## config.mk

```make
export PLATFORM = sky130hd
export DESIGN_NAME = set_tag_tracker
export DESIGN_NICKNAME = d
export VERILOG_FILES = /design/src/rtl/sat_pkg.sv /design/src/rtl/sat_rst_sync.sv /design/src/rtl/sat_sid_counter.sv /design/src/rtl/sat_tag_pipe.sv /design/src/rtl/sat_match_unit.sv /design/src/rtl/set_tag_tracker.sv
export SDC_FILE = /design/constraint.sdc
export NUM_CORES = 1
export LEC_CHECK = 0
export BUFFER_PORTS_ARGS = -buffer_cell sky130_fd_sc_hd__buf_2
export CAP_MARGIN = 20
export CORE_ASPECT_RATIO = 1.1
export CORE_UTILIZATION = 57
export DETAILED_ROUTE_END_ITERATION = 16
export GPL_TIMING_DRIVEN = 0
export MAX_ROUTING_LAYER = met4
export PLACE_DENSITY = 0.95
export SLEW_MARGIN = 20
export SYNTH_ARGS = -nofsm -noshare
export SYNTH_HDL_FRONTEND = slang
export SYNTH_HIERARCHICAL = 1
export SYNTH_SLANG_ARGS = --single-unit
```

## constraint.sdc

```tcl
create_clock -name clk -period 3.8 [get_ports clk]
set_input_delay 0.57 -clock clk [delete_from_list [all_inputs] [get_ports clk]]
set_output_delay 0.57 -clock clk [all_outputs]
set_load 0.05 [all_outputs]
```

## src/rtl/sat_pkg.sv

```systemverilog
package sat_pkg;

  // Largest number of sets that can be alive together, rounded up.
  function automatic int unsigned live_sets(input int unsigned depth);
    return (5 * depth + 2) / 3;
  endfunction

  // Tag width able to hold every live set at once.
  function automatic int unsigned tag_width(input int unsigned depth);
    int unsigned sets;
    sets = live_sets(depth);
    if (sets < 3) return 1;
    return $clog2(sets);
  endfunction

endpackage

```

## src/rtl/sat_rst_sync.sv

```systemverilog
module sat_rst_sync (
  input  logic clk,
  input  logic rst_n,
  output logic rst_sync_n
);

  logic meta_q;
  logic hold_q;

  always_ff @(posedge clk or negedge rst_n) begin
    if (!rst_n) begin
      meta_q <= 1'b0;
      hold_q <= 1'b0;
    end else begin
      meta_q <= 1'b1;
      hold_q <= meta_q;
    end
  end

  assign rst_sync_n = hold_q;

endmodule

```

## src/rtl/sat_sid_counter.sv

```systemverilog
module sat_sid_counter #(
  parameter int unsigned TAG_W = 3
) (
  input  logic             clk,
  input  logic             rst_n,
  input  logic             step,
  output logic [TAG_W-1:0] sid
);

  localparam logic [TAG_W-1:0] INC = TAG_W'(1);

  logic [TAG_W-1:0] sid_q;
  logic [TAG_W-1:0] sid_nxt;
  logic             sid_en;

  // next state: wraps modulo 2^TAG_W by truncation
  always_comb begin
    sid_en  = step;
    sid_nxt = sid_q + INC;
  end

  always_ff @(posedge clk or negedge rst_n) begin
    if (!rst_n) begin
      sid_q <= '0;
    end else if (sid_en) begin
      sid_q <= sid_nxt;
    end
  end

  assign sid = sid_q;

endmodule

```

## src/rtl/sat_tag_pipe.sv

```systemverilog
module sat_tag_pipe #(
  parameter int unsigned DEPTH = 11,
  parameter int unsigned TAG_W = 5
) (
  input  logic                   clk,
  input  logic                   rst_n,
  input  logic                   push,
  input  logic [TAG_W-1:0]       push_sid,
  output logic [DEPTH-1:0]       stage_vld,
  output logic [DEPTH*TAG_W-1:0] stage_sid
);

  logic [DEPTH-1:0]       vld_q;
  logic [DEPTH-1:0]       vld_nxt;
  logic [DEPTH*TAG_W-1:0] sid_q;
  logic [DEPTH*TAG_W-1:0] sid_nxt;
  logic [DEPTH-1:0]       sid_en;

  for (genvar k = 0; k < DEPTH; k++) begin : g_stage
    if (k == 0) begin : g_head
      always_comb begin
        vld_nxt[0]             = push;
        sid_nxt[TAG_W-1:0]     = push_sid;
        sid_en[0]              = push;
      end
    end else begin : g_body
      always_comb begin
        vld_nxt[k]                 = vld_q[k-1];
        sid_nxt[k*TAG_W +: TAG_W]  = sid_q[(k-1)*TAG_W +: TAG_W];
        sid_en[k]                  = vld_q[k-1];
      end
    end

    // valid bits advance every cycle, tags load only with a live entry
    always_ff @(posedge clk or negedge rst_n) begin
      if (!rst_n) begin
        vld_q[k] <= 1'b0;
      end else begin
        vld_q[k] <= vld_nxt[k];
      end
    end

    always_ff @(posedge clk or negedge rst_n) begin
      if (!rst_n) begin
        sid_q[k*TAG_W +: TAG_W] <= '0;
      end else if (sid_en[k]) begin
        sid_q[k*TAG_W +: TAG_W] <= sid_nxt[k*TAG_W +: TAG_W];
      end
    end
  end

  assign stage_vld = vld_q;
  assign stage_sid = sid_q;

endmodule

```

## src/rtl/sat_match_unit.sv

```systemverilog
module sat_match_unit #(
  parameter int unsigned DEPTH = 11,
  parameter int unsigned TAG_W = 5
) (
  input  logic [DEPTH-1:0]       stage_vld,
  input  logic [DEPTH*TAG_W-1:0] stage_sid,
  input  logic                   in_valid,
  input  logic [TAG_W-1:0]       in_sid,
  output logic                   out_valid,
  output logic [TAG_W-1:0]       out_sid,
  output logic                   hit_input,
  output logic                   hit_inflight,
  output logic                   empty
);

  localparam int unsigned LAST = DEPTH - 1;

  logic [DEPTH-1:0] hit_vec;

  always_comb begin
    out_valid = stage_vld[LAST];
    out_sid   = stage_sid[LAST*TAG_W +: TAG_W];
  end

  for (genvar k = 0; k < DEPTH; k++) begin : g_cmp
    if (k < LAST) begin : g_live
      assign hit_vec[k] = stage_vld[k] && (stage_sid[k*TAG_W +: TAG_W] == out_sid);
    end else begin : g_tail
      assign hit_vec[k] = 1'b0;
    end
  end

  always_comb begin
    hit_input    = out_valid && in_valid && (out_sid == in_sid);
    hit_inflight = out_valid && (|hit_vec);
    empty        = ~|stage_vld;
  end

endmodule

```

## src/rtl/set_tag_tracker.sv

```systemverilog
module set_tag_tracker #(
  parameter int unsigned PIPE_DEPTH = 11,
  parameter int unsigned DATA_W     = 32,
  localparam int unsigned TAG_W     = sat_pkg::tag_width(PIPE_DEPTH)
) (
  input  logic              clk,
  input  logic              rst_n,
  input  logic              in_valid,
  input  logic              in_last,
  input  logic [DATA_W-1:0] in_data,
  input  logic              issue,
  input  logic [TAG_W-1:0]  issue_sid,
  output logic              bus_valid,
  output logic              bus_last,
  output logic [DATA_W-1:0] bus_data,
  output logic [TAG_W-1:0]  bus_sid,
  output logic              sum_valid,
  output logic [TAG_W-1:0]  sum_sid,
  output logic              sum_match_input,
  output logic              sum_match_inflight,
  output logic              pipe_empty
);

  logic                        rst_int_n;
  logic [TAG_W-1:0]            cur_sid;
  logic                        set_close;
  logic [PIPE_DEPTH-1:0]       stage_vld;
  logic [PIPE_DEPTH*TAG_W-1:0] stage_sid;

  sat_rst_sync u_rst (
    .clk        (clk),
    .rst_n      (rst_n),
    .rst_sync_n (rst_int_n)
  );

  assign set_close = in_valid && in_last;

  sat_sid_counter #(.TAG_W(TAG_W)) u_sid (
    .clk   (clk),
    .rst_n (rst_int_n),
    .step  (set_close),
    .sid   (cur_sid)
  );

  sat_tag_pipe #(.DEPTH(PIPE_DEPTH), .TAG_W(TAG_W)) u_pipe (
    .clk       (clk),
    .rst_n     (rst_int_n),
    .push      (issue),
    .push_sid  (issue_sid),
    .stage_vld (stage_vld),
    .stage_sid (stage_sid)
  );

  sat_match_unit #(.DEPTH(PIPE_DEPTH), .TAG_W(TAG_W)) u_match (
    .stage_vld    (stage_vld),
    .stage_sid    (stage_sid),
    .in_valid     (in_valid),
    .in_sid       (cur_sid),
    .out_valid    (sum_valid),
    .out_sid      (sum_sid),
    .hit_input    (sum_match_input),
    .hit_inflight (sum_match_inflight),
    .empty        (pipe_empty)
  );

  always_comb begin
    bus_valid = in_valid;
    bus_last  = in_last;
    bus_data  = in_data;
    bus_sid   = cur_sid;
  end

endmodule

```

==> metrics <==
IO Count 90; Pwr per Cell Area 754.1 nW/um^2; per-cell routed wire length 15.46 um; critical path arrival 2.15 ns; vias in the first global route 2203; Layout Nets 383; Pint 1.862 mW; Worst setup SP type flop; Fill cells 419; critical path peak fanout 10; Synth Warn # 6; clk_skew 0.007231 ns; initial antenna violation count 0; DP Wirelength 4582 um; Net Sw Frac 0.4078; Worst path max stage delay 0.46 ns; crit path kind reg2out; cts bufs inserted 9; Comb power frac 0.407; DRT Pass-1 Iters 4; postcts setup bufs 0; Max Cap Viol 0; Congestion Overflow GR 0; first-pass GRT wire length 10520 um; post-synthesis sequential area ratio 0.5143; row cnt 29; Synth cell types 17; Starting Density 0.6043; share of post-route cells with drive strength above 1 0.3507; clock sink count 73; CTS Buffer Depth 2; reg2reg start u_sid/sid[0]; worst vdd ir 0.5672 mV; die area 6552 sq um; Mapped Area 3552 sq um; Core ar. 5878 sq um; P&R area growth vs syn 17.40%; Die Wd 77.27 um; Port Buf Inserts 57; Design Power 3.145 mW; Max stage delay cell, worst path dfrtp_1; WP data required 3.23 ns; CTS root buffer clkbuf_8; GRT Total Usage 0.2182; #FFs+latches synth 73; net switching power 1.282 mW; register share of total power 0.403; most frequent cells in the layout dfrtp_1, buf_2, mux2_1; Setup TNS Final 0 ns; Vias/cell 5.161; final hold viol count 0; worst hold path class reg2async; final setup fails 0; syn avg cell area 13.16 sq um; Vias 2178; insertion delay to the later sink of the worst-skew pair 0.34 ns; RSZ-0062 raised after global routing false; Residual DRC 0; Worst-path clk slew 0.08 ns; status finished clean; die height 84.80 um; Iteration-0 DRC Markers 99; Worst R2R End u_sid/sid[1]; commonest non-fill, non-tap cell in the layout dfrtp_1; clock network power share 0.190; FF-to-FF setup slack 2.67 ns; Leak 1.956 nW; Min Clock Period, post-route 2.716 ns; area taken by multi-input logic gates 1361 sq um; largest net degree at the start of global routing 57; Max Fclk 368.2 MHz; TritonCTS clock tree built; Crit. End Element output port; Reg2Reg Depth 2; syn nets 313; Slew Limit Fails 0; Final Cycle Share 0.7148; H-tree Lvls 3; CP Cell Sequence buf_6 > xor2_1 > nor4_1 > nand3_1 > nand4_1 > o31a_1 > buf_2; routed wire length 6525 um; Inserted Diodes 0; FF/Latch Area 1831 sq um; Routed Antenna Nets 0; routability congestion estimate 0.8148; cells after synthesis 270
==> metrics by stage <==
step           utilization  setup WS [ns]  std cells  area, sq um  hold slack [ns]
2_1_floorplan            -         0.9857        270         3552           0.2744
3_3_place_gp        0.6692         0.9590        404         3934           0.3384
3_5_place_dp        0.6745          1.472        405         3965           0.1936
4_1_cts             0.7095          1.068        422         4170           0.2018
5_1_grt             0.7095         0.9329        422         4170           0.2161
6_report            0.7095          1.084        422         4170           0.1925
==> power by group through the flow <==
stage          Combinational [mW]  Clock [mW]  Sequential, mW
6_report                     1.28       0.596            1.27
5_1_grt                      1.37       0.640            1.30
4_1_cts                      1.28       0.610            1.27
3_5_place_dp                 1.26           0            1.28
3_3_place_gp                 1.21           0            1.28
2_1_floorplan               0.953           0            1.31
==> cell usage after synthesis <==
cell | n | area [sq um]
ha_1 | 1 | 12.51
buf_6 | 3 | 33.78
xnor2_1 | 18 | 157.7
mux2_1 | 55 | 619.3
mux2_2 | 1 | 11.26
o31a_1 | 1 | 8.760
buf_8 | 2 | 30.03
nor4_1 | 13 | 81.33
dfrtp_1 | 73 | 1827
xor2_1 | 41 | 359.1
buf_4 | 40 | 300.3
nand4_1 | 5 | 31.28
conb_1 | 1 | 3.750
nand2_1 | 3 | 11.26
nand3_1 | 11 | 55.05
nor2_1 | 1 | 3.750
and2_1 | 1 | 6.260
==> final cells by class <==
type,instances,area share
Buffer,45,0.08731
Clock buffer,9,0.02970
Clock inverter,7,0.01710
Multi-Input combinational cell,152,0.3264
Sequential cell,73,0.4389
Tap cell,77,0.02310
Timing Repair Buffer,59,0.07741
==> flip-flops by register name, summed over array words and instances (netlist names) <==
name and count:
u_pipe/stage_sid 55, u_pipe/stage_vld 11, u_sid/sid 5, u_rst/meta_q 1, u_rst/rst_sync_n 1
==> cells by family after synthesis <==
logic type,synth area share
xor+xnor,0.1455
simple gates,0.05319
mux,0.1775
buf+inv,0.1025
compound gates,0.002466
fa+ha+maj,0.003522
flops,0.5143
other cells,0.001056
==> how the worst max path moves through the flow <==
stage / slack [ns] / startpoint / cells past startpoint / to
after floorplan: 0.99 / u_pipe/stage_vld[2] / 3 / pipe_empty
after CTS: 1.07 / u_pipe/stage_sid[50] / 7 / sum_match_inflight
final: 1.08 / u_pipe/stage_sid[50] / 7 / sum_match_inflight
after detailed placement: 1.47 / u_pipe/stage_sid[50] / 7 / sum_match_inflight
after global routing: 0.93 / u_pipe/stage_sid[54] / 7 / sum_match_inflight
after global placement: 0.96 / u_rst/rst_sync_n / 0 / u_sid/sid[3]
==> critical path: cells and delay by family (launching register included) <==
kind | cells | cell delay (ns)
xor+xnor | 1 | 0.17
compound gates | 1 | 0.16
flops | 1 | 0.46
buf+inv | 2 | 0.46
simple gates | 3 | 0.56
==> layer usage <==
metal,global-route usage,vias to the layer above,share of wire
met5,-,-,0
met4,0.05317,0,0.0058
met3,0.06196,3,0.056
met2,0.3725,67,0.51
met1,0.2531,1086,0.43
li1,-,1022,-
==> timing repair <==
| item | in CTS | in global routing |
|---|---|---|
| hold buffers | 1 | 0 |
| endpoints found under the hold margin | 2 | 0 |
| resized for setup | 0 | 0 |
No activity file was read; power rests on OpenSTA's default activity.
